### src/rtl/trim_pkg.sv
package trim_pkg;
  typedef enum logic [1:0] {
    SESS_NONE = 2'd0,
    SESS_UP   = 2'd1,
    SESS_DN   = 2'd2,
    SESS_CHK  = 2'd3
  } sess_e;
endpackage

### src/rtl/trim_session.sv
module trim_session
  import trim_pkg::*;
#(
  parameter int KEY_W   = 4,
  parameter int KEY_UP  = 0,
  parameter int KEY_DN  = 1,
  parameter int KEY_CHK = 7
) (
  input  logic             clk,
  input  logic             rst,
  input  logic             pwr_cycle,
  input  logic             sel_stb,
  input  logic [KEY_W-1:0] sel_key,
  input  logic             mode_stb,
  input  logic             addr_stb,
  input  logic             blow_stb,
  input  logic             lock_fuse,
  output sess_e            sess,
  output logic             blow_mode,
  output logic             q_sel,
  output logic             q_mode,
  output logic             q_addr,
  output logic             q_blow
);
  sess_e sess_next;

  // Key decode; a locked part refuses the trim keys.
  always_comb begin
    if (sel_key == KEY_W'(KEY_UP) && !lock_fuse)      sess_next = SESS_UP;
    else if (sel_key == KEY_W'(KEY_DN) && !lock_fuse) sess_next = SESS_DN;
    else if (sel_key == KEY_W'(KEY_CHK))              sess_next = SESS_CHK;
    else                                              sess_next = SESS_NONE;
  end

  // Strobe priority: power cycle, select, mode, addressing, blow.
  always_comb begin
    q_sel  = sel_stb & ~pwr_cycle;
    q_mode = mode_stb & ~pwr_cycle & ~sel_stb & (sess != SESS_NONE)
             & ~((sess == SESS_CHK) & lock_fuse);
    q_addr = addr_stb & ~pwr_cycle & ~sel_stb & ~mode_stb & (sess != SESS_NONE);
    q_blow = blow_stb & ~pwr_cycle & ~sel_stb & ~mode_stb & ~addr_stb
             & (sess != SESS_NONE) & blow_mode;
  end

  always_ff @(posedge clk) begin
    if (rst || pwr_cycle) begin
      sess      <= SESS_NONE;
      blow_mode <= 1'b0;
    end else if (q_sel) begin
      sess      <= sess_next;
      blow_mode <= 1'b0;
    end else if (q_mode) begin
      blow_mode <= 1'b1;
    end
  end
endmodule

### src/rtl/trim_field.sv
module trim_field #(
  parameter int W = 6
) (
  input  logic         clk,
  input  logic         rst,
  input  logic         pwr_cycle,
  input  logic         q_sel,
  input  logic         q_mode,
  input  logic         q_addr,
  input  logic         blow_mode,
  output logic [W-1:0] try_code,
  output logic [W-1:0] blow_addr
);
  localparam logic [W-1:0] CODE_MAX = {W{1'b1}};
  localparam logic [W-1:0] CODE_ONE = W'(1);

  logic started;

  always_ff @(posedge clk) begin
    if (rst || pwr_cycle) begin
      try_code  <= '0;
      blow_addr <= '0;
      started   <= 1'b0;
    end else if (q_sel) begin
      try_code  <= CODE_ONE;
      blow_addr <= '0;
      started   <= 1'b0;
    end else if (q_mode) begin
      blow_addr <= '0;
      started   <= 1'b0;
    end else if (q_addr) begin
      if (blow_mode) begin
        // One-hot walk: first pulse lands on bit 0, then shifts out.
        blow_addr <= started ? {blow_addr[W-2:0], 1'b0} : CODE_ONE;
        started   <= 1'b1;
      end else if (try_code != CODE_MAX) begin
        try_code <= try_code + CODE_ONE;
      end
    end
  end
endmodule

### src/rtl/trim_fuse_bank.sv
module trim_fuse_bank
  import trim_pkg::*;
#(
  parameter int W        = 6,
  parameter int LOCK_BIT = 3
) (
  input  logic         clk,
  input  logic         rst,
  input  logic         q_blow,
  input  sess_e        sess,
  input  logic [W-1:0] blow_addr,
  output logic [W-1:0] trim_fuse,
  output logic         lock_fuse
);
  logic trim_sess;
  assign trim_sess = (sess == SESS_UP) || (sess == SESS_DN);

  for (genvar i = 0; i < W; i++) begin : g_fuse
    always_ff @(posedge clk) begin
      if (rst)
        trim_fuse[i] <= 1'b0;
      else if (q_blow && trim_sess && blow_addr[i])
        trim_fuse[i] <= 1'b1;
    end
  end

  always_ff @(posedge clk) begin
    if (rst)
      lock_fuse <= 1'b0;
    else if (q_blow && (sess == SESS_CHK) && blow_addr[LOCK_BIT])
      lock_fuse <= 1'b1;
  end
endmodule

### src/rtl/trim_fuse_reg.sv
module trim_fuse_reg
  import trim_pkg::*;
#(
  parameter int W        = 6,
  parameter int KEY_W    = 4,
  parameter int KEY_UP   = 0,
  parameter int KEY_DN   = 1,
  parameter int KEY_CHK  = 7,
  parameter int LOCK_BIT = 3,
  parameter int CHK_LO   = 7,
  parameter int CHK_HI   = 15
) (
  input  logic             clk,
  input  logic             rst,
  input  logic             pwr_cycle,
  input  logic             sel_stb,
  input  logic [KEY_W-1:0] sel_key,
  input  logic             mode_stb,
  input  logic             addr_stb,
  input  logic             blow_stb,
  input  logic             marginal_in,
  output logic [W-1:0]     trim_out,
  output logic             locked,
  output logic             fuse_chk_flag
);
  sess_e        sess;
  logic         blow_mode;
  logic         q_sel, q_mode, q_addr, q_blow;
  logic [W-1:0] try_code, blow_addr, trim_fuse;
  logic         lock_fuse;
  logic [W-1:0] try_field;
  logic         try_on, chk_hit;

  trim_session #(
    .KEY_W(KEY_W), .KEY_UP(KEY_UP), .KEY_DN(KEY_DN), .KEY_CHK(KEY_CHK)
  ) u_sess (
    .clk(clk), .rst(rst), .pwr_cycle(pwr_cycle), .sel_stb(sel_stb),
    .sel_key(sel_key), .mode_stb(mode_stb), .addr_stb(addr_stb),
    .blow_stb(blow_stb), .lock_fuse(lock_fuse), .sess(sess),
    .blow_mode(blow_mode), .q_sel(q_sel), .q_mode(q_mode),
    .q_addr(q_addr), .q_blow(q_blow)
  );

  trim_field #(.W(W)) u_field (
    .clk(clk), .rst(rst), .pwr_cycle(pwr_cycle), .q_sel(q_sel),
    .q_mode(q_mode), .q_addr(q_addr), .blow_mode(blow_mode),
    .try_code(try_code), .blow_addr(blow_addr)
  );

  trim_fuse_bank #(.W(W), .LOCK_BIT(LOCK_BIT)) u_bank (
    .clk(clk), .rst(rst), .q_blow(q_blow), .sess(sess),
    .blow_addr(blow_addr), .trim_fuse(trim_fuse), .lock_fuse(lock_fuse)
  );

  always_comb begin
    try_field = (sess == SESS_DN) ? ~try_code : try_code;
    try_on    = ((sess == SESS_UP) || (sess == SESS_DN)) && !blow_mode;
    chk_hit   = (sess == SESS_CHK) && !blow_mode &&
                ((try_code == W'(CHK_LO)) || (try_code == W'(CHK_HI)));
  end

  always_ff @(posedge clk) begin
    if (rst) begin
      trim_out      <= '0;
      locked        <= 1'b0;
      fuse_chk_flag <= 1'b0;
    end else begin
      trim_out      <= trim_fuse | (try_on ? try_field : '0);
      locked        <= lock_fuse;
      fuse_chk_flag <= chk_hit & marginal_in;
    end
  end
endmodule

### config.mk
export PLATFORM = sky130hd
export DESIGN_NAME = trim_fuse_reg
export DESIGN_NICKNAME = d
export VERILOG_FILES = /design/src/rtl/trim_pkg.sv /design/src/rtl/trim_session.sv /design/src/rtl/trim_field.sv /design/src/rtl/trim_fuse_bank.sv /design/src/rtl/trim_fuse_reg.sv
export SDC_FILE = /design/constraint.sdc
export NUM_CORES = 1
export LEC_CHECK = 0
export BUFFER_PORTS_ARGS = -buffer_cell sky130_fd_sc_hd__buf_2
export CAP_MARGIN = 20
export CORE_ASPECT_RATIO = 1.75
export CORE_MARGIN = 5
export CORE_UTILIZATION = 49
export DETAILED_ROUTE_END_ITERATION = 10
export PLACE_DENSITY_LB_ADDON = 0.2
export RECOVER_POWER = 100
export SLEW_MARGIN = 20
export SYNTH_ARGS = -nofsm -noshare
export SYNTH_HDL_FRONTEND = slang
export SYNTH_SLANG_ARGS = --single-unit
### constraint.sdc
create_clock -name clk -period 1.6 [get_ports clk]
set_input_delay 0.24 -clock clk [delete_from_list [all_inputs] [get_ports clk]]
set_output_delay 0.24 -clock clk [all_outputs]
set_load 0.03 [all_outputs]
-- Word level (Yosys, flattened, before mapping)
Cells that the tools add are included.
- reduce and logical (&&, ||, !) cells: 28
- magnitude comparators: 0
- add/subtract/negate cells: 1
- bitwise gates (word level): 26
- eq/ne operators: 10
- multiplexer cells: 11
- shift operators: 0
- multipliers: 0
- div/mod/pow operators: 0
- operators by type and width (kind ; number):
    6-bit 2-to-1 mux ; 3
    1-bit bitwise AND ; 17
    1-bit logical AND ; 14
    4-bit AND reduction ; 2
    1-bit NOT ; 7
    6-bit by 1-bit adder with 6-bit output (second input constant) ; 1
    6-bit by 3-bit == test with 1-bit output (second input constant) ; 1
    6-bit by 4-bit == test with 1-bit output (second input constant) ; 1
    2-bit 2-to-1 mux ; 3
    6-bit != test (second input constant) ; 1
    6-bit NOT ; 1
    6-bit bitwise OR ; 1
    2-bit nonzero test ; 3
    1-bit 2-to-1 mux ; 5
    2-bit == test (second input constant) ; 2
    4-bit by 1-bit == test with 1-bit output (second input constant) ; 1
    4-bit by 3-bit == test with 1-bit output (second input constant) ; 1
    4-bit logical NOT ; 1
    2-bit != test (second input constant) ; 2
    1-bit logical OR ; 3
    3-bit OR reduction ; 1
    2-bit by 1-bit == test with 1-bit output (second input constant) ; 1
    1-bit logical NOT ; 2
    2-bit AND reduction ; 1
    2-bit OR reduction ; 1
- memories kept: 0
- input bits: 12
- memory bits (read-only): 0
- RAM bits: 0
- output and inout port bits: 8
- logic and storage cells: 92
- bits in registers: 31
- latch bits: 0

-- Logic depth before layout (Yosys ltp)
Gate-level depths: netlist (run 1).
- word-level depth: 9
- depth in mapped cells: 7
- mapped depth without buffers: 6

-- Modules after synthesis
Synthesis (run 1) repeated with hierarchy kept, for this count alone.
- cell total of the unflattened synthesis: 154
- area total of the unflattened synthesis: 1437.6 µm²
- by module, submodules not included (module ; area each (µm²) ; instances ; cells an instance):
    trim_field ; 631.9 ; 1 ; 72
    trim_fuse_reg ; 370.4 ; 1 ; 38
    trim_fuse_bank ; 222.7 ; 1 ; 22
    trim_session ; 212.7 ; 1 ; 22

-- Worst setup path before layout (run 1)
OpenSTA, ideal clock, no wires.
- kind: register to register
- start: register u_sess.sess[0]
- end: register u_field.try_code[5]
- required time: 1530 ps
- period minus slack after synthesis: 1747 ps
- arrival time: 1677 ps
- buffers on the path: 0
- setup time: 70 ps
- slack: -147 ps
- cell stages (with the launch flop): 7
- cells stage by stage: dfxtp_1 inv_1 ha_1 nor4b_4 o211ai_4 or4_1 a21oi_1
- cells in the longest elaborated chain, start to end: 6
- elaborated cells on any way between the ends: 9
- RTL lines (what ; line ; text):
    start, declared ; trim_session.sv:18 ; output sess_e sess,
    start signal, assigned ; trim_session.sv:50 ; sess <= sess_next;
    2-bit == test ; trim_session.sv:39 ; & ~((sess == SESS_CHK) & lock_fuse);
    1-bit bitwise AND ; trim_session.sv:39 ;
    1-bit NOT ; trim_session.sv:39 ;
    1-bit bitwise AND ; trim_session.sv:39 ;
    1-bit NOT (no line) ; -- ;
    4-bit AND reduction (no line) (*) ; -- ;
    end signal, assigned ; trim_field.sv:37 ; try_code <= try_code + CODE_ONE;
    end, declared ; trim_field.sv:11 ; output logic [W-1:0] try_code,
Every way passes the cells marked *; elsewhere a longest branch is shown, timed or not.
A chain may end at the register's enable or synchronous reset.

-- Worst setup path in the final report (run 1)
- start: register u_sess.sess[1]
- end: register u_field.try_code[5]
The elaborated chain is that of the path after synthesis.

==> impl_metrics.prom, run 1 <==
# TYPE chip_impl_metric gauge
chip_impl_metric{name="vdd.ir_drop.worst",unit="mV"} 0.638
chip_impl_metric{name="holdBufCountCts",unit=""} 0
chip_impl_info{name="clock_tree_from_tritoncts",value="yes"} 1
chip_impl_metric{name="dpl.hpwl",unit="um"} 2270
chip_impl_metric{name="route.final.wire_length",unit="um"} 3140
chip_impl_info{name="outcome",value="finished, violations left"} 1
chip_impl_metric{name="fp.coreArea",unit="um^2"} 2660
chip_impl_metric{name="finalWorstPathRequiredPeriod",unit="ns"} 1.70
chip_impl_info{name="layout_common_cells",value="sky130_fd_sc_hd__dfxtp_1 (29), sky130_fd_sc_hd__a21oi_1 (19), sky130_fd_sc_hd__nor2_1 (18), sky130_fd_sc_hd__buf_4 (18)"} 1
chip_impl_metric{name="global_route.overflow_total",unit=""} 0
chip_impl_info{name="setup.worst_path.end_class",value="flop"} 1
chip_impl_info{name="violations_in_the_final_reports",value="negative setup slack"} 1
chip_impl_info{name="timing.hold.worst.class",value="in2reg"} 1
chip_impl_metric{name="timing.clock.skew",unit="ns"} 0.000948
chip_impl_metric{name="final_antenna_net_count",unit=""} 0
chip_impl_metric{name="clk_latency",unit="ns"} 0.28
chip_impl_metric{name="clkSinkCount",unit=""} 31
chip_impl_metric{name="crit_path_max_fanout",unit=""} 7
chip_impl_metric{name="ctsLongestPathBuffers",unit=""} 2
chip_impl_metric{name="drt_first_pass_iters",unit=""} 4
chip_impl_metric{name="synth-async-reset-ratio",unit="%"} 0
chip_impl_metric{name="post_synth.cell_area_avg",unit="um^2"} 8.94
chip_impl_metric{name="yosys.area_share.adder",unit="%"} 3.76
chip_impl_metric{name="layout_net_count",unit=""} 203
chip_impl_metric{name="hold_viol_final",unit=""} 0
chip_impl_info{name="mostFrequentLayoutCell",value="sky130_fd_sc_hd__dfxtp_1"} 1
chip_impl_metric{name="antenna_cells_inserted",unit=""} 0
chip_impl_metric{name="final.period_utilization",unit="%"} 106
chip_impl_metric{name="simple_gate_portion_of_the_synthesized_area",unit="%"} 25.9
chip_impl_metric{name="cts_buffers",unit=""} 5
chip_impl_metric{name="slowest_delay",unit="ns"} 0.50
chip_impl_metric{name="syn_inst",unit=""} 149
chip_impl_metric{name="final-instance-count-excl-fill",unit=""} 215
chip_impl_metric{name="clk_pin_slew_worst_paths",unit="ns"} 0.06
chip_impl_metric{name="grt.total_usage",unit="%"} 17.9
chip_impl_info{name="cts.root.buffer_cell",value="sky130_fd_sc_hd__clkbuf_8"} 1
chip_impl_metric{name="die-area",unit="um^2"} 3900
chip_impl_metric{name="start_util",unit="%"} 50.1
chip_impl_info{name="predominant_post_synthesis_flop_cell",value="sky130_fd_sc_hd__dfxtp_1"} 1
chip_impl_metric{name="rows",unit=""} 25
chip_impl_metric{name="proportion_of_layout_cells_with_a_drive_suffix_above_1",unit="%"} 35.6
chip_impl_metric{name="drt_iter0_markers",unit=""} 24
chip_impl_metric{name="xor_xnor_cell_area_share_of_the_yosys_netlist",unit="%"} 3.94
chip_impl_metric{name="floorplan.die.height",unit="um"} 79.0
chip_impl_metric{name="top_level_ports",unit=""} 20
chip_impl_metric{name="final_core_utilization",unit="%"} 66.0
chip_impl_metric{name="synth_compound_gate_area_share",unit="%"} 14.1
chip_impl_metric{name="area_growth_syn_to_layout",unit="%"} 31.7
chip_impl_metric{name="port_buffers",unit=""} 19
chip_impl_metric{name="die_x",unit="um"} 49.4
chip_impl_metric{name="total_power",unit="uW"} 1650
chip_impl_metric{name="synth_mux_area_share",unit="%"} 2.35
chip_impl_metric{name="maxClockFrequency",unit="MHz"} 587
chip_impl_info{name="cpMaxStageDelayCell",value="sky130_fd_sc_hd__or4_4"} 1
chip_impl_metric{name="synth_sequential_area_ratio",unit="%"} 46.6
chip_impl_metric{name="syn-cell-area",unit="um^2"} 1330
chip_impl_metric{name="numPlacedInstances",unit=""} 204
chip_impl_metric{name="initial_antenna_violation_count",unit=""} 0
chip_impl_metric{name="grt_pass1_wl",unit="um"} 5350
chip_impl_metric{name="synth_edf_count",unit=""} 0
chip_impl_metric{name="ys_types",unit=""} 30
chip_impl_metric{name="synth_seq_cells",unit=""} 31
chip_impl_metric{name="wire_per_inst",unit="um"} 14.6
chip_impl_metric{name="timing_worst_slew_pin_value",unit="ns"} 0.500
chip_impl_info{name="cp-start-kind",value="flop"} 1
chip_impl_metric{name="grt_pass1_vias",unit=""} 1198
chip_impl_info{name="path_cells",value="inv_2, ha_4, nor4b_4, o211ai_4, or4_4, a21oi_2"} 1
chip_impl_info{name="timing.critical_path.max_delay_family",value="simple AND/OR/NAND/NOR gates"} 1
chip_impl_metric{name="worstPathRequired",unit="ns"} 1.82
chip_impl_metric{name="critical_path_buf_inv_count",unit=""} 1
chip_impl_metric{name="pin_count_of_the_biggest_net_entering_global_routing",unit=""} 19
chip_impl_metric{name="detail_route.drc_violations",unit=""} 0
chip_impl_metric{name="finalWorstSetupSlack",unit="ns"} -0.103
chip_impl_metric{name="totalNegativeSetupSlack",unit="ns"} -0.419
chip_impl_metric{name="report.final.slew_viol_count",unit=""} 0
chip_impl_metric{name="postSynthNetCount",unit=""} 165
chip_impl_metric{name="setup-violations-final",unit=""} 6
chip_impl_metric{name="htree_num_levels",unit=""} 2
chip_impl_metric{name="route.vias.total",unit=""} 1199
chip_impl_metric{name="worst_slew_margin_rel",unit="%"} 66.6
chip_impl_metric{name="power.density",unit="nW/um^2"} 939
chip_impl_metric{name="synth_top_cell_area_share",unit="%"} 46.6
chip_impl_info{name="synth.area.top_cells",value="sky130_fd_sc_hd__dfxtp_1 (47%), sky130_fd_sc_hd__a21oi_1 (9.4%), sky130_fd_sc_hd__nor2_1 (5.1%), sky130_fd_sc_hd__xor2_1 (3.9%), sky130_fd_sc_hd__ha_1 (3.8%)"} 1
chip_impl_info{name="critical_path_class",value="reg2reg"} 1
chip_impl_metric{name="worst_hold_check_slack",unit="ns"} 0.247
chip_impl_metric{name="max_cap_violations",unit=""} 0
chip_impl_metric{name="ys_warn_count",unit=""} 0
chip_impl_info{name="grt_setup_unrepaired",value="true"} 1
chip_impl_info{name="post-synth-top-area-cell",value="sky130_fd_sc_hd__dfxtp_1"} 1
chip_impl_metric{name="worst-endpoint-arrival",unit="ns"} 1.92
chip_impl_metric{name="route.detailed.vias_per_inst",unit=""} 5.58
chip_impl_metric{name="static-leakage-power",unit="uW"} 0.000694
chip_impl_info{name="synth_top_family_by_area",value="simple AND/OR/NAND/NOR gates"} 1
chip_impl_metric{name="gp_routability_congestion",unit=""} 0.815
[path summary, 6_finish.rpt]
path                                                        from                          endpoint  slack, ns  depth (start not counted)
worst min-delay path                                   pwr_cycle       u_sess.sess[1]$_SDFFE_PP0P_       0.25                          2
worst max-delay path                 u_sess.sess[1]$_SDFFE_PP0P_  u_field.try_code[5]$_SDFFE_PP0P_      -0.10                          6
worst max register to register       u_sess.sess[1]$_SDFFE_PP0P_  u_field.try_code[5]$_SDFFE_PP0P_      -0.10                          6
worst min register to register  u_bank.trim_fuse[4]$_SDFFE_PP0P_            trim_out[4]$_SDFF_PP0_       0.47                          2
[power by group]
group	switching [uW]	leakage (uW)	internal (uW)
Combinational	42.8	0.000382	34.3
Sequential	1.20	0.000251	774
Clock	292	0.0000612	503
[what timing repair did]
item,4_1_cts,5_1_grt
pin swaps,5,7
gates resized for setup,4,13
setup buffers,2,2
setup endpoints to repair,5,12
hold endpoints to repair,0,0
[cell type report]
| class | instances | area [um^2] |
|---|---|---|
| fill | 211 | 903 |
| inverter | 3 | 11.3 |
| clock buffer | 6 | 82.6 |
| clock inverter | 2 | 35.0 |
| timing repair buffer | 38 | 228 |
| multi-input combinational | 108 | 742 |
| sequential | 31 | 623 |
| tap | 27 | 33.8 |
[per-stage QoR]
stage | setup WS, ns | cell area [um^2]
final | -0.103 | 1760
after global routing | -0.170 | 1760
after CTS | -0.0957 | 1710
after detailed placement | -0.130 | 1560
after global placement | -0.0898 | 1560
after floorplan | -0.115 | 1350
[metal layers]
layer	GRT usage, %	routed length [um]	vias to the layer above
met1	17.9	1130	558
met5	0	0	-
li1	-	-	595
met2	31.1	1720	33
met3	4.88	143	13
met4	12.3	143	0
[synthesized netlist by cell type, drive strengths merged (2+ instances only)]
master / number
nand3: 9
inv: 3
clkbuf: 6
or4: 2
nor4b: 3
or3: 4
nand2: 11
nand2b: 2
a21oi: 25
nor3: 5
xor2: 6
ha: 4
mux2i: 2
nor2b: 3
nor2: 18
dfxtp: 31
o21ai: 3
[logic make-up after synthesis]
group	after synthesis
multiplexers	3
adder cells (fa/ha/maj)	4
AND/OR/NAND/NOR	63
flip-flops	31
buffers and inverters	10
AO/OA/AOI/OAI	32
XOR/XNOR	6
Power figures use the tool's default switching activity.
==> inputs of run 2 (changes only) <==
--- a/config.mk
+++ b/config.mk
@@ -7,11 +7,11 @@
 export LEC_CHECK = 0
 export BUFFER_PORTS_ARGS = -buffer_cell sky130_fd_sc_hd__buf_2
 export CAP_MARGIN = 20
-export CORE_ASPECT_RATIO = 1.75
+export CORE_ASPECT_RATIO = 0.6
 export CORE_MARGIN = 5
 export CORE_UTILIZATION = 49
 export DETAILED_ROUTE_END_ITERATION = 10
-export PLACE_DENSITY_LB_ADDON = 0.2
+export PLACE_DENSITY = 0.73
 export RECOVER_POWER = 100
 export SLEW_MARGIN = 20
 export SYNTH_ARGS = -nofsm -noshare
==> run 2 against run 1 <==
Effect of this change: the run still ends with negative setup slack left; combinational power grew 5.6%; utilization grew 4.4 points; worst setup slack lost 0.049 ns; critical endpoint unchanged.
==> impl_metrics.prom, run 2 (same netlist as run 1, synthesis figures left out) <==
# TYPE chip_impl_metric gauge
chip_impl_metric{name="initial_antenna_violation_count",unit=""} 0
chip_impl_metric{name="layout.area.seq",unit="um^2"} 623
chip_impl_metric{name="fillCellCount",unit=""} 207
chip_impl_metric{name="numPlacedInstances",unit=""} 209
chip_impl_metric{name="area_growth_syn_to_layout",unit="%"} 35.2
chip_impl_metric{name="proportion_of_layout_cells_with_a_drive_suffix_above_1",unit="%"} 39.1
chip_impl_metric{name="wire_per_inst",unit="um"} 15.3
chip_impl_metric{name="gp_routability_congestion",unit=""} 0.918
chip_impl_metric{name="power_frac_seq",unit="%"} 46.9
chip_impl_metric{name="finalWorstSetupSlack",unit="ns"} -0.152
chip_impl_metric{name="floorplan.die.height",unit="um"} 50.4
chip_impl_metric{name="slowest_delay",unit="ns"} 0.48
chip_impl_metric{name="power.combinational.fraction",unit="%"} 4.9
chip_impl_metric{name="worst-endpoint-arrival",unit="ns"} 1.97
chip_impl_info{name="timing.hold.worst.class",value="in2reg"} 1
chip_impl_metric{name="grt.total_usage",unit="%"} 17.0
chip_impl_metric{name="vdd.ir_drop.worst",unit="mV"} 0.522
chip_impl_metric{name="clkSinkCount",unit=""} 31
chip_impl_metric{name="max_cap_violations",unit=""} 0
chip_impl_metric{name="finalWorstPathRequiredPeriod",unit="ns"} 1.75
chip_impl_metric{name="worst_slew_margin_rel",unit="%"} 70.7
chip_impl_metric{name="route.final.wire_length",unit="um"} 3430
chip_impl_info{name="outcome",value="finished, violations left"} 1
chip_impl_info{name="violations_in_the_final_reports",value="negative setup slack"} 1
chip_impl_metric{name="holdBufCountCts",unit=""} 0
chip_impl_metric{name="timing_worst_slew_pin_value",unit="ns"} 0.439
chip_impl_metric{name="static-leakage-power",unit="uW"} 0.000710
chip_impl_metric{name="fp.coreArea",unit="um^2"} 2560
chip_impl_metric{name="timing.clock.skew",unit="ns"} 0.00754
chip_impl_metric{name="final.period_utilization",unit="%"} 109
chip_impl_metric{name="start_util",unit="%"} 52.1
chip_impl_metric{name="cts_buffers",unit=""} 5
chip_impl_info{name="critical_path_class",value="reg2reg"} 1
chip_impl_metric{name="antenna_cells_inserted",unit=""} 0
chip_impl_metric{name="die-area",unit="um^2"} 3900
chip_impl_metric{name="final_antenna_net_count",unit=""} 0
chip_impl_metric{name="grt_pass1_vias",unit=""} 1102
chip_impl_metric{name="detail_route.drc_violations",unit=""} 0
chip_impl_info{name="mostFrequentLayoutCell",value="sky130_fd_sc_hd__dfxtp_1"} 1
chip_impl_metric{name="route.detailed.vias_per_inst",unit=""} 5.57
chip_impl_metric{name="maxClockFrequency",unit="MHz"} 571
chip_impl_metric{name="crit_path_max_fanout",unit=""} 7
chip_impl_metric{name="die_x",unit="um"} 77.3
chip_impl_metric{name="top_level_ports",unit=""} 20
chip_impl_metric{name="grt_pass1_wl",unit="um"} 5180
chip_impl_info{name="cts.root.buffer_cell",value="sky130_fd_sc_hd__clkbuf_8"} 1
chip_impl_metric{name="power.net_switching",unit="uW"} 340
chip_impl_metric{name="htree_num_levels",unit=""} 2
chip_impl_metric{name="report.final.slew_viol_count",unit=""} 0
chip_impl_metric{name="final-instance-count-excl-fill",unit=""} 224
chip_impl_info{name="layout_common_cells",value="sky130_fd_sc_hd__dfxtp_1 (29), sky130_fd_sc_hd__buf_4 (23), sky130_fd_sc_hd__nor2_1 (18), sky130_fd_sc_hd__a21oi_1 (17)"} 1
chip_impl_metric{name="global_route.overflow_total",unit=""} 0
chip_impl_metric{name="drt_first_pass_iters",unit=""} 4
chip_impl_metric{name="pin_count_of_the_biggest_net_entering_global_routing",unit=""} 19
chip_impl_metric{name="port_buffers",unit=""} 19
chip_impl_info{name="cpMaxStageDelayCell",value="sky130_fd_sc_hd__or4_1"} 1
chip_impl_metric{name="rows",unit=""} 14
chip_impl_metric{name="totalNegativeSetupSlack",unit="ns"} -0.624
chip_impl_metric{name="layout_net_count",unit=""} 207
chip_impl_metric{name="power.density",unit="nW/um^2"} 918
chip_impl_metric{name="hold_viol_final",unit=""} 0
chip_impl_info{name="path_cells",value="inv_2, ha_4, nor4b_4, o211ai_4, or4_1, a21oi_1"} 1
chip_impl_metric{name="dpl.hpwl",unit="um"} 2300
chip_impl_metric{name="internal_power",unit="uW"} 1310
chip_impl_metric{name="worstPathRequired",unit="ns"} 1.82
chip_impl_info{name="grt_setup_unrepaired",value="true"} 1
chip_impl_info{name="setup.worst_path.end_class",value="flop"} 1
chip_impl_metric{name="power_frac_clock",unit="%"} 48.2
chip_impl_metric{name="multiInputGateArea",unit="um^2"} 752
chip_impl_metric{name="drt_iter0_markers",unit=""} 61
chip_impl_info{name="clock_tree_from_tritoncts",value="yes"} 1
chip_impl_metric{name="ctsLongestPathBuffers",unit=""} 2
chip_impl_metric{name="setup-violations-final",unit=""} 6
chip_impl_info{name="cp-start-kind",value="flop"} 1
chip_impl_metric{name="clk_pin_slew_worst_paths",unit="ns"} 0.07
chip_impl_metric{name="clk_latency",unit="ns"} 0.28
chip_impl_metric{name="netSwitchingFraction",unit="%"} 20.5
chip_impl_metric{name="route.vias.total",unit=""} 1248
[run 2: cell type report]
| class | instances | area share (%) |
|---|---|---|
| clock buffers | 6 | 4.58 |
| clock inverters | 2 | 1.94 |
| inverters | 3 | 0.625 |
| multi-input cells | 108 | 41.7 |
| flip-flops and latches | 31 | 34.6 |
| well taps | 32 | 2.22 |
| repair buffers | 42 | 14.3 |
[run 2: path summary, 6_finish.rpt]
kind,start,endpoint,slack (ns),cells past startpoint
setup / recovery,u_sess.sess[1]$_SDFFE_PP0P_,u_field.try_code[5]$_SDFFE_PP0P_,-0.15,6
hold / removal,pwr_cycle,u_field.try_code[0]$_SDFFE_PP0P_,0.23,2
setup reg to reg,u_sess.sess[1]$_SDFFE_PP0P_,u_field.try_code[5]$_SDFFE_PP0P_,-0.15,6
hold reg to reg,u_field.blow_addr[5]$_SDFFE_PP0P_,u_field.blow_addr[5]$_SDFFE_PP0P_,0.47,2
[run 2: per-stage QoR]
step / util, % / hold slack, ns / power, uW / setup slack [ns] / instance area, um^2
final: 70.5 / 0.232 / 1650 / -0.152 / 1800
after global routing: 70.5 / 0.237 / 1710 / -0.215 / 1800
after CTS: 66.8 / 0.215 / 1650 / -0.112 / 1710
after detailed placement: 61.4 / 0.455 / 864 / -0.130 / 1570
after global placement: 61.4 / 0.447 / 861 / -0.107 / 1570
after floorplan: - / 0.308 / 830 / -0.115 / 1350
[run 2: what timing repair did]
action                     4_1_cts  5_1_grt
cloned                           0        0
setup endpoints to repair        8       13
pin swaps                        6        7
setup buffers                    3        4
gates resized for setup          0       19
[run 2: per-layer routing]
layer  GRT usage (%)  vias up  part of all wire [%]
met5               0        -                     0
met4            5.71        0                   1.7
met3            6.61        9                   6.3
met2            26.0       43                    45
met1            22.0      590                    47
li1                -      606                     -
[run 2: power by group through the flow]
| stage | Combinational [uW] | Clock [uW] | Sequential [uW] |
|---|---|---|---|
| 2_1_floorplan | 37.3 | 0 | 793 |
| 3_3_place_gp | 69.4 | 0 | 792 |
| 3_5_place_dp | 71.5 | 0 | 792 |
| 4_1_cts | 73.7 | 805 | 775 |
| 5_1_grt | 88.8 | 850 | 774 |
| 6_report | 81.5 | 797 | 775 |
[run 2: critical path: cells and delay by family, from the launching register on]
kind | cells | cell delay, ns
buf+inv | 1 | 0.05
simple gates | 2 | 0.85
fa+ha+maj | 1 | 0.16
compound gates | 2 | 0.29
flops | 1 | 0.34
